===== config.mk =====
export PLATFORM = sky130hd
export DESIGN_NAME = reuse_victim_sel
export DESIGN_NICKNAME = d
export VERILOG_FILES = /design/src/rtl/rvs_pkg.sv /design/src/rtl/rvs_entry.sv /design/src/rtl/rvs_sweep.sv /design/src/rtl/reuse_victim_sel.sv
export SDC_FILE = /design/constraint.sdc
export NUM_CORES = 1
export LEC_CHECK = 0
export ABC_AREA = 1
export CORE_ASPECT_RATIO = 1.25
export CORE_MARGIN = 2
export CORE_UTILIZATION = 55
export CTS_CLUSTER_SIZE = 24
export DETAILED_ROUTE_END_ITERATION = 7
export DONT_BUFFER_PORTS = 1
export GPL_ROUTABILITY_DRIVEN = 0
export PLACE_DENSITY = 0.7
export SETUP_SLACK_MARGIN = 0.1
export SLEW_MARGIN = 10
export SYNTH_ARGS = -nofsm -noshare
export SYNTH_HDL_FRONTEND = slang
export SYNTH_SLANG_ARGS = --single-unit

===== constraint.sdc =====
create_clock -name clk -period 2.1 [get_ports clk]
set_input_delay 0.42 -clock clk [delete_from_list [all_inputs] [get_ports clk]]
set_output_delay 0.42 -clock clk [all_outputs]
set_load 0.005 [all_outputs]

===== src/rtl/rvs_pkg.sv =====
package rvs_pkg;
   typedef enum logic {
      RVS_IDLE = 1'b0,
      RVS_SCAN = 1'b1
   } rvs_state_e;

   function automatic int unsigned rvs_idx_w(input int unsigned n);
      return (n < 2) ? 1 : $clog2(n);
   endfunction
endpackage


===== src/rtl/rvs_entry.sv =====
module rvs_entry #(
   parameter int unsigned CNT_W  = 2,
   parameter int unsigned TPTR_W = 6
) (
   input  logic              clk,
   input  logic              rst_n,
   input  logic              fill_en,
   input  logic [TPTR_W-1:0] fill_tptr,
   input  logic              hit_en,
   input  logic              dec_en,
   output logic [CNT_W-1:0]  cnt_o,
   output logic              valid_o,
   output logic [TPTR_W-1:0] tptr_o
);
   localparam logic [CNT_W-1:0] CNT_MAX = {CNT_W{1'b1}};
   localparam logic [CNT_W-1:0] CNT_ONE = {{(CNT_W-1){1'b0}}, 1'b1};

   logic [CNT_W-1:0] cnt_d;

   always_comb begin
      cnt_d = cnt_o;
      if (fill_en) begin
         cnt_d = '0;
      end else if (hit_en && !dec_en) begin
         if (cnt_o != CNT_MAX) cnt_d = cnt_o + CNT_ONE;
      end else if (dec_en && !hit_en) begin
         if (cnt_o != '0) cnt_d = cnt_o - CNT_ONE;
      end
   end

   always_ff @(posedge clk) begin
      if (!rst_n) begin
         cnt_o   <= '0;
         valid_o <= 1'b0;
         tptr_o  <= '0;
      end else begin
         cnt_o <= cnt_d;
         if (fill_en) begin
            valid_o <= 1'b1;
            tptr_o  <= fill_tptr;
         end
      end
   end

   AST_FILL_CLEARS: assert property (@(posedge clk) disable iff (!rst_n)
      fill_en |=> (valid_o && cnt_o == '0));
   AST_HIT_SATURATES: assert property (@(posedge clk) disable iff (!rst_n)
      (hit_en && !dec_en && !fill_en && cnt_o == CNT_MAX) |=> cnt_o == CNT_MAX);
   AST_HIT_RAISES: assert property (@(posedge clk) disable iff (!rst_n)
      (hit_en && !dec_en && !fill_en) |=> cnt_o != '0);
   AST_DEC_FLOOR: assert property (@(posedge clk) disable iff (!rst_n)
      (dec_en && !hit_en && !fill_en && cnt_o == '0) |=> cnt_o == '0);
   AST_HIT_DEC_CANCEL: assert property (@(posedge clk) disable iff (!rst_n)
      (hit_en && dec_en && !fill_en) |=> $stable(cnt_o));
endmodule


===== src/rtl/rvs_sweep.sv =====
module rvs_sweep
   import rvs_pkg::*;
#(
   parameter int unsigned N_ENTRIES = 8,
   parameter int unsigned TPTR_W    = 6,
   localparam int unsigned IDX_W    = rvs_idx_w(N_ENTRIES)
) (
   input  logic              clk,
   input  logic              rst_n,
   input  logic              req,
   input  logic              cur_valid,
   input  logic              cur_zero,
   input  logic [TPTR_W-1:0] cur_tptr,
   output logic              req_ready,
   output logic              scanning,
   output logic              pick,
   output logic [IDX_W-1:0]  cur_idx,
   output logic              victim_valid,
   output logic [IDX_W-1:0]  victim_idx,
   output logic [TPTR_W-1:0] victim_tptr,
   output logic              victim_occupied
);
   localparam logic [IDX_W-1:0] LAST = IDX_W'(N_ENTRIES - 1);
   localparam logic [IDX_W-1:0] STEP = {{(IDX_W-1){1'b0}}, 1'b1};

   rvs_state_e      state_q;
   logic [IDX_W-1:0] ptr_q;

   function automatic logic [IDX_W-1:0] wrap_next(input logic [IDX_W-1:0] i);
      return (i == LAST) ? '0 : i + STEP;
   endfunction

   assign scanning  = (state_q == RVS_SCAN);
   assign req_ready = (state_q == RVS_IDLE);
   assign pick      = scanning && (!cur_valid || cur_zero);

   always_ff @(posedge clk) begin
      if (!rst_n) begin
         state_q         <= RVS_IDLE;
         ptr_q           <= LAST;
         cur_idx         <= '0;
         victim_valid    <= 1'b0;
         victim_idx      <= '0;
         victim_tptr     <= '0;
         victim_occupied <= 1'b0;
      end else begin
         victim_valid <= 1'b0;
         if (state_q == RVS_IDLE) begin
            if (req) begin
               state_q <= RVS_SCAN;
               cur_idx <= wrap_next(ptr_q);
            end
         end else if (pick) begin
            state_q         <= RVS_IDLE;
            ptr_q           <= cur_idx;
            victim_valid    <= 1'b1;
            victim_idx      <= cur_idx;
            victim_tptr     <= cur_tptr;
            victim_occupied <= cur_valid;
         end else begin
            cur_idx <= wrap_next(cur_idx);
         end
      end
   end

   AST_VICTIM_ONE_CYCLE: assert property (@(posedge clk) disable iff (!rst_n)
      victim_valid |=> !victim_valid);
   AST_SCAN_STARTS_AFTER_PTR: assert property (@(posedge clk) disable iff (!rst_n)
      $rose(scanning) |-> cur_idx == wrap_next(ptr_q));
   AST_SCAN_STEPS_ONE: assert property (@(posedge clk) disable iff (!rst_n)
      (scanning && !pick) |=> cur_idx == wrap_next($past(cur_idx)));
   AST_BUSY_NO_REPORT: assert property (@(posedge clk) disable iff (!rst_n)
      !req_ready |-> !victim_valid);
endmodule


===== src/rtl/reuse_victim_sel.sv =====
module reuse_victim_sel
   import rvs_pkg::*;
#(
   parameter int unsigned N_ENTRIES = 8,
   parameter int unsigned CNT_W     = 2,
   parameter int unsigned TPTR_W    = 6,
   localparam int unsigned IDX_W    = rvs_idx_w(N_ENTRIES)
) (
   input  logic              clk,
   input  logic              rst_n,
   input  logic              hit_vld,
   input  logic [IDX_W-1:0]  hit_idx,
   input  logic              fill_vld,
   input  logic [IDX_W-1:0]  fill_idx,
   input  logic [TPTR_W-1:0] fill_tptr,
   input  logic              victim_req,
   output logic              req_ready,
   output logic              victim_valid,
   output logic [IDX_W-1:0]  victim_idx,
   output logic [TPTR_W-1:0] victim_tptr,
   output logic              victim_occupied
);
   if (N_ENTRIES < 2) begin : g_bad_depth
      $error("reuse_victim_sel: N_ENTRIES must be at least 2");
   end
   if (CNT_W < 1) begin : g_bad_cnt
      $error("reuse_victim_sel: CNT_W must be at least 1");
   end
   if (TPTR_W < 1) begin : g_bad_tptr
      $error("reuse_victim_sel: TPTR_W must be at least 1");
   end

   logic [CNT_W-1:0]  cnt_a   [N_ENTRIES];
   logic              valid_a [N_ENTRIES];
   logic [TPTR_W-1:0] tptr_a  [N_ENTRIES];

   logic             scanning;
   logic             pick;
   logic [IDX_W-1:0] cur_idx;

   for (genvar gi = 0; gi < N_ENTRIES; gi++) begin : g_entry
      logic fill_here;
      logic hit_here;
      logic dec_here;
      assign fill_here = fill_vld && (fill_idx == IDX_W'(gi));
      assign hit_here  = hit_vld  && (hit_idx  == IDX_W'(gi));
      assign dec_here  = scanning && !pick && (cur_idx == IDX_W'(gi));

      rvs_entry #(.CNT_W(CNT_W), .TPTR_W(TPTR_W)) u_ent (
         .clk      (clk),
         .rst_n    (rst_n),
         .fill_en  (fill_here),
         .fill_tptr(fill_tptr),
         .hit_en   (hit_here),
         .dec_en   (dec_here),
         .cnt_o    (cnt_a[gi]),
         .valid_o  (valid_a[gi]),
         .tptr_o   (tptr_a[gi])
      );
   end

   logic              cur_valid;
   logic              cur_zero;
   logic [TPTR_W-1:0] cur_tptr;

   assign cur_valid = valid_a[cur_idx];
   assign cur_zero  = (cnt_a[cur_idx] == '0);
   assign cur_tptr  = tptr_a[cur_idx];

   rvs_sweep #(.N_ENTRIES(N_ENTRIES), .TPTR_W(TPTR_W)) u_sweep (
      .clk            (clk),
      .rst_n          (rst_n),
      .req            (victim_req),
      .cur_valid      (cur_valid),
      .cur_zero       (cur_zero),
      .cur_tptr       (cur_tptr),
      .req_ready      (req_ready),
      .scanning       (scanning),
      .pick           (pick),
      .cur_idx        (cur_idx),
      .victim_valid   (victim_valid),
      .victim_idx     (victim_idx),
      .victim_tptr    (victim_tptr),
      .victim_occupied(victim_occupied)
   );
endmodule


== Yosys cells after proc, flatten, opt, wreduce, memory -nomap -nowiden ==
Cells that the tools add are included.
Word-level totals
  output and inout bits: 12
  input port bits: 17
  word-level logic and storage cells: 251
  bits in registers: 90
Operators by class
  reduce and logical (&&, ||, !) cells: 109
  mux-type cells: 50
  add/subtract/negate cells: 18
  bitwise logic cells: 3
  equal/unequal tests: 39
  magnitude comparators: 1
Operators by type and width (count)
  $mux 2: 34
  $reduce_bool 2->1: 25
  $logic_and 1x1->1: 42
  $eq 3x3->1 const B: 13
  $ne 2x2->1 const B: 17
  $reduce_and 3->1: 8
  $bmux 6 s3: 1
  $eq 3x2->1 const B: 6
  $logic_not 1->1: 18
  $add 2x1->2 const B: 8
  $reduce_or 2->1: 8
  $sub 2x1->2 const B: 8
  $mux 3: 5
  $mux 6: 2
  $eq 3x1->1 const B: 3
  $logic_not 3->1: 3
  $add 3x1->3 const B: 2
  $bmux 2 s3: 1
  $mux 1: 6
  $reduce_and 2->1: 3
  $ge 4x4->1 const B: 1
  $not 3->4: 1
  $bmux 1 s3: 1
  $logic_not 2->1: 1
  2 further kinds: 3

== Longest topological paths before layout ==
  word-level depth: 14
  mapped depth: 13
  mapped depth without buffers: 13

== Cells and area by module ==
Synthesis repeated with hierarchy kept, for this count alone.
Second synthesis, totals
  cell total of the unflattened synthesis: 710
  area total of the unflattened synthesis: 4553.1 um^2
Modules (own cells, without submodules)
  rvs_entry: area each 360.3 um^2, times used 8, cells an instance 47
  reuse_victim_sel: area each 912.1 um^2, times used 1, cells an instance 235
  rvs_sweep: area each 758.2 um^2, times used 1, cells an instance 99

== Worst setup path before layout ==
Ideal clock, no wire load.
  kind: flip-flop to flip-flop
  start: register u_sweep.cur_idx[0]
  end: register g_entry[0].u_ent.cnt_o[1]
  period minus slack after synthesis: 1.595 ns
  stages on the path, launching flop included: 14
  setup slack: 0.505 ns
  arrival: 1.481 ns
  required time: 1.986 ns
  setup time: 0.114 ns
  cell sequence: dfxtp_1 -> buf_4 -> nand2_1 -> nand3_2 -> nand3_2 -> o21ai_4 -> nor2_8 -> nand2_8 -> inv_6 -> nand2_4 -> nand2_1 -> nand2_1 -> nand2_1 -> nor2_2
On the way
  cells in the longest elaborated chain, start to end: 14
Ends and longest elaborated chain
  start: declaration: line rvs_sweep.sv:17  | output logic [IDX_W-1:0] cur_idx,
  start signal: assignment: line rvs_sweep.sv:51  | cur_idx <= wrap_next(ptr_q);
  start signal: assignment: line rvs_sweep.sv:61  | cur_idx <= wrap_next(cur_idx);
  $not 3->4 (implied by the code): line reuse_victim_sel.sv:66, reuse_victim_sel.sv:67
  $bmux 2 s3 / $bmux 1 s3 (equally long branches): line reuse_victim_sel.sv:67, reuse_victim_sel.sv:66
  $mux 2 (implied by the code) / $mux 1 (equally long branches) (2 in a row): line reuse_victim_sel.sv:67, reuse_victim_sel.sv:66
  $logic_not 2->1 / $logic_not 1->1 (equally long branches): line reuse_victim_sel.sv:67, rvs_sweep.sv:35
  $logic_or 1x1->1: line rvs_sweep.sv:35  | assign pick = scanning && (!cur_valid || cur_zero);
  $logic_and 1x1->1: line rvs_sweep.sv:35
  $logic_not 1->1: line reuse_victim_sel.sv:47  | assign dec_here = scanning && !pick && (cur_idx == IDX_W'(gi));
  $logic_and 1x1->1: line reuse_victim_sel.sv:47
  $logic_and 1x1->1 (*): line reuse_victim_sel.sv:47
  $logic_not 1->1: line rvs_entry.sv:24  | end else if (hit_en && !dec_en) begin
  $logic_and 1x1->1: line rvs_entry.sv:24
  $ne 2x2->1 (no source line) / $reduce_bool 2->1 (equally long branches)
  $reduce_and 3->1 (no source line)
  end signal: assignment: line rvs_entry.sv:37  | cnt_o <= cnt_d;
  end: declaration: line rvs_entry.sv:11  | output logic [CNT_W-1:0] cnt_o,
Mark *: on every way between the ends. The rest lies on a longest branch, timed or not. The select of a mux whose other input is x is not followed.
A chain may end at the register's enable or synchronous reset.

== Worst setup path in the final report ==
  start: register u_sweep.cur_idx[0]
  end: register u_sweep.cur_idx[1]
On the way
  cells in the longest elaborated chain, start to end: 9
Ends and longest elaborated chain (line)
  $not 3->4 (implied by the code): reuse_victim_sel.sv:66, reuse_victim_sel.sv:67
  $bmux 2 s3 / $bmux 1 s3 (equally long branches): reuse_victim_sel.sv:67, reuse_victim_sel.sv:66
  $mux 2 (implied by the code) / $mux 1 (equally long branches) (2 in a row): reuse_victim_sel.sv:67, reuse_victim_sel.sv:66
  $logic_not 2->1 / $logic_not 1->1 (equally long branches): reuse_victim_sel.sv:67, rvs_sweep.sv:35
  $logic_or 1x1->1: rvs_sweep.sv:35
  $logic_and 1x1->1: rvs_sweep.sv:35
  $ne 2x2->1 (no source line)
  $reduce_and 2->1 (no source line)
Several ways; a longest one is shown, not always the timed one. The select of a mux whose other input is x is not followed.

==> results.json <==
{
  "grt_max_degree": 62,
  "yosysTopAreaCell": "dfxtp_1",
  "insertion_delay_ps": 380,
  "worst_pin_slew_ps": 529,
  "finish.utilization_pct": 60.8,
  "report.final.slew_viol_count": 0,
  "root_buffer": "clkbuf_8",
  "async_reset_ff_share_pct": 0,
  "tns_ps": 0,
  "syn_avg_cell_area_sq_um": 6.84,
  "ir_worst_vdd_v": 0.000523,
  "status": "finished, final reports clean",
  "synth.top_cell.area_share_pct": 40.9,
  "wl_per_cell_um": 14.9,
  "portBuffers": 0,
  "holdCritPathClass": "in2reg",
  "initial_core_util_pct": 56.5,
  "ys_seq_area_share_pct": 40.9,
  "arrival_ps": 2110,
  "core_sq_um": 7790,
  "layout.nets": 669,
  "drv_cap": 0,
  "cp_max_fo": 12,
  "setup_viol_count_final": 0,
  "cp-end-kind": "flop",
  "worstPathRequired_ps": 2360,
  "dp.final_hpwl_mm": 7.96,
  "grtUsageTotal_pct": 26.7,
  "maxSlewHeadroom_pct": 64.6,
  "synthTopCellsByArea": "dfxtp_1, nor2_1, o21ai_0",
  "min_period_ps": 1850,
  "via_per_inst": 5.57,
  "placed_cells": 728,
  "cts.clk_slew.worst_paths_ps": 100,
  "die_w_um": 84.0,
  "period_share_pct": 88.0,
  "fin_cells": 744,
  "antenna_cells": 0,
  "cts_buffers": 9,
  "cts.sinks": 90,
  "power_mw": 3.57,
  "finalInstanceArea_sq_um": 4740,
  "area_growth_pct": 7.62,
  "synth_top_flop_cell": "dfxtp_1",
  "ctsHoldBuffers": 0,
  "wirelength_mm": 11.1,
  "grt_pass1_wl_mm": 18.7,
  "synth.distinct_cells": 38,
  "fmax_mhz": 541,
  "drc": 0,
  "die_h_um": 104,
  "dpl_cell_area_sq_um": 4530,
  "crit_type": "reg2reg",
  "syn_nets": 668,
  "synth_edf_count": 0,
  "synth_commonest_cells": "nor2_1, dfxtp_1, o21ai_0",
  "drive_gt1_share_pct": 10.3,
  "grt_overflow_total": 0,
  "ant_nets": 0,
  "hold_slack_ps": 127,
  "synth-seq-cells": 90,
  "synth.cell_area_sq_um": 4400,
  "grt_pass1_vias": 4013,
  "synthCells": 643,
  "rsz0062_at_grt": "no",
  "die-area_sq_um": 8740,
  "grt_antenna_before_repair": 0,
  "cts_tree": "built",
  "h-tree-depth": 3,
  "drtIter0Drc": 253,
  "yosysMostFrequentCell": "nor2_1",
  "hold_viol": 0,
  "rows": 36,
  "clk_path_buf_depth": 2,
  "power.density_nw_per_um2": 753,
  "num_vias": 4141,
  "io_pins": 29,
  "worst_slack_ps": 252,
  "place_ws_ps": 242,
  "dr.pass1.iters": 5,
  "finClkSkew_ps": 11.9,
  "leakagePower_nw": 2.05,
  "startpoint_type": "flop",
  "nFillCells": 743,
  "synth_warnings": 0
}
[kinds of logic (layout without fill, tap and decap cells)]
kind of cell    Yosys count  count (layout)  synth area share, %
fa+ha+maj                 8               8                 2.27
buf+inv                  97             103                 8.70
compound gates          151             151                 18.6
flops                    90              90                 40.9
simple gates            297             297                 29.5
[layout make-up]
cell class | instances | area, sq um | share of cell area, %
Timing Repair Buffer | 16 | 120 | 2.54
Tap cell | 95 | 119 | 2.51
Clock inverter | 6 | 66.3 | 1.40
Inverter | 71 | 274 | 5.79
Sequential cell | 90 | 1800 | 38.1
Clock buffer | 10 | 138 | 2.91
Multi-Input combinational cell | 456 | 2220 | 46.8
[sequential cells by signal, indices dropped and copies added (netlist names)]
name,cells
g_entry.u_ent.tptr_o,48
g_entry.u_ent.cnt_o,16
g_entry.u_ent.valid_o,8
u_sweep.victim_tptr,6
u_sweep.victim_occupied,1
u_sweep.ptr_q,3
u_sweep.victim_valid,1
u_sweep.scanning,1
u_sweep.victim_idx,3
u_sweep.cur_idx,3
[worst max-delay path: stages (launching register included)]
cell and delay [ps]:
dfxtp_2 410, buf_4 230, nor2_1 60, nand2_1 70
nand3_1 70, nand3_1 100, nand2_2 90, nor2_8 180
nand2_8 120, nand2_2 130, inv_2 70, o21ai_1 160
a21oi_1 60
[layer usage]
layer	track usage (%)	wire length, um
met1	32.5	4530
met2	44.7	5530
met3	5.48	712
met4	12.7	325
met5	0	0
[where the power goes]
group          internal [mW]  switching, mW  leakage [nW]  total (mW)
logic                  0.174          0.334          1.22       0.508
clock network          0.582          0.647        0.0945        1.23
registers               1.78         0.0512         0.733        1.83
[final timing paths]
kind	from	endpoint	slack, ps	cells after the start
setup / recovery	u_sweep.cur_idx[0]	u_sweep.cur_idx[1]	250	12
hold / removal	rst_n	u_sweep.ptr_q[0]	130	1
setup reg to reg	u_sweep.cur_idx[0]	u_sweep.cur_idx[1]	250	12
hold reg to reg	g_entry[1].u_ent.tptr_o[3]	g_entry[1].u_ent.tptr_o[3]	460	2
[cell usage in the layout, fill, tap and decap left out, types with 2 or more instances in the layout]
cell,synthesis,final
a21oi_1,29,29
a21oi_2,3,3
a31oi_1,6,6
buf_4,1,16
clkbuf_8,0,10
clkinv_1,2,2
clkinvlp_4,0,3
dfxtp_1,90,89
ha_1,8,8
inv_1,61,61
inv_2,7,6
nand2_1,72,72
nand2_2,5,5
nand2_4,3,3
nand3_1,19,19
nand3_2,2,2
nand4_1,2,2
nor2_1,176,176
nor2_4,4,4
nor2_8,2,2
nor3_1,4,4
o21ai_0,88,88
o21ai_1,8,8
o21bai_1,4,4
o22ai_1,10,10
or2_2,2,2
[what timing repair did]
item / in CTS / in global routing
setup buffers: 0 / 0
setup endpoints to repair: 0 / 12
gates resized for setup: 0 / 3
hold endpoints to repair: 0 / 0
No activity file was read; power rests on OpenSTA's default activity.
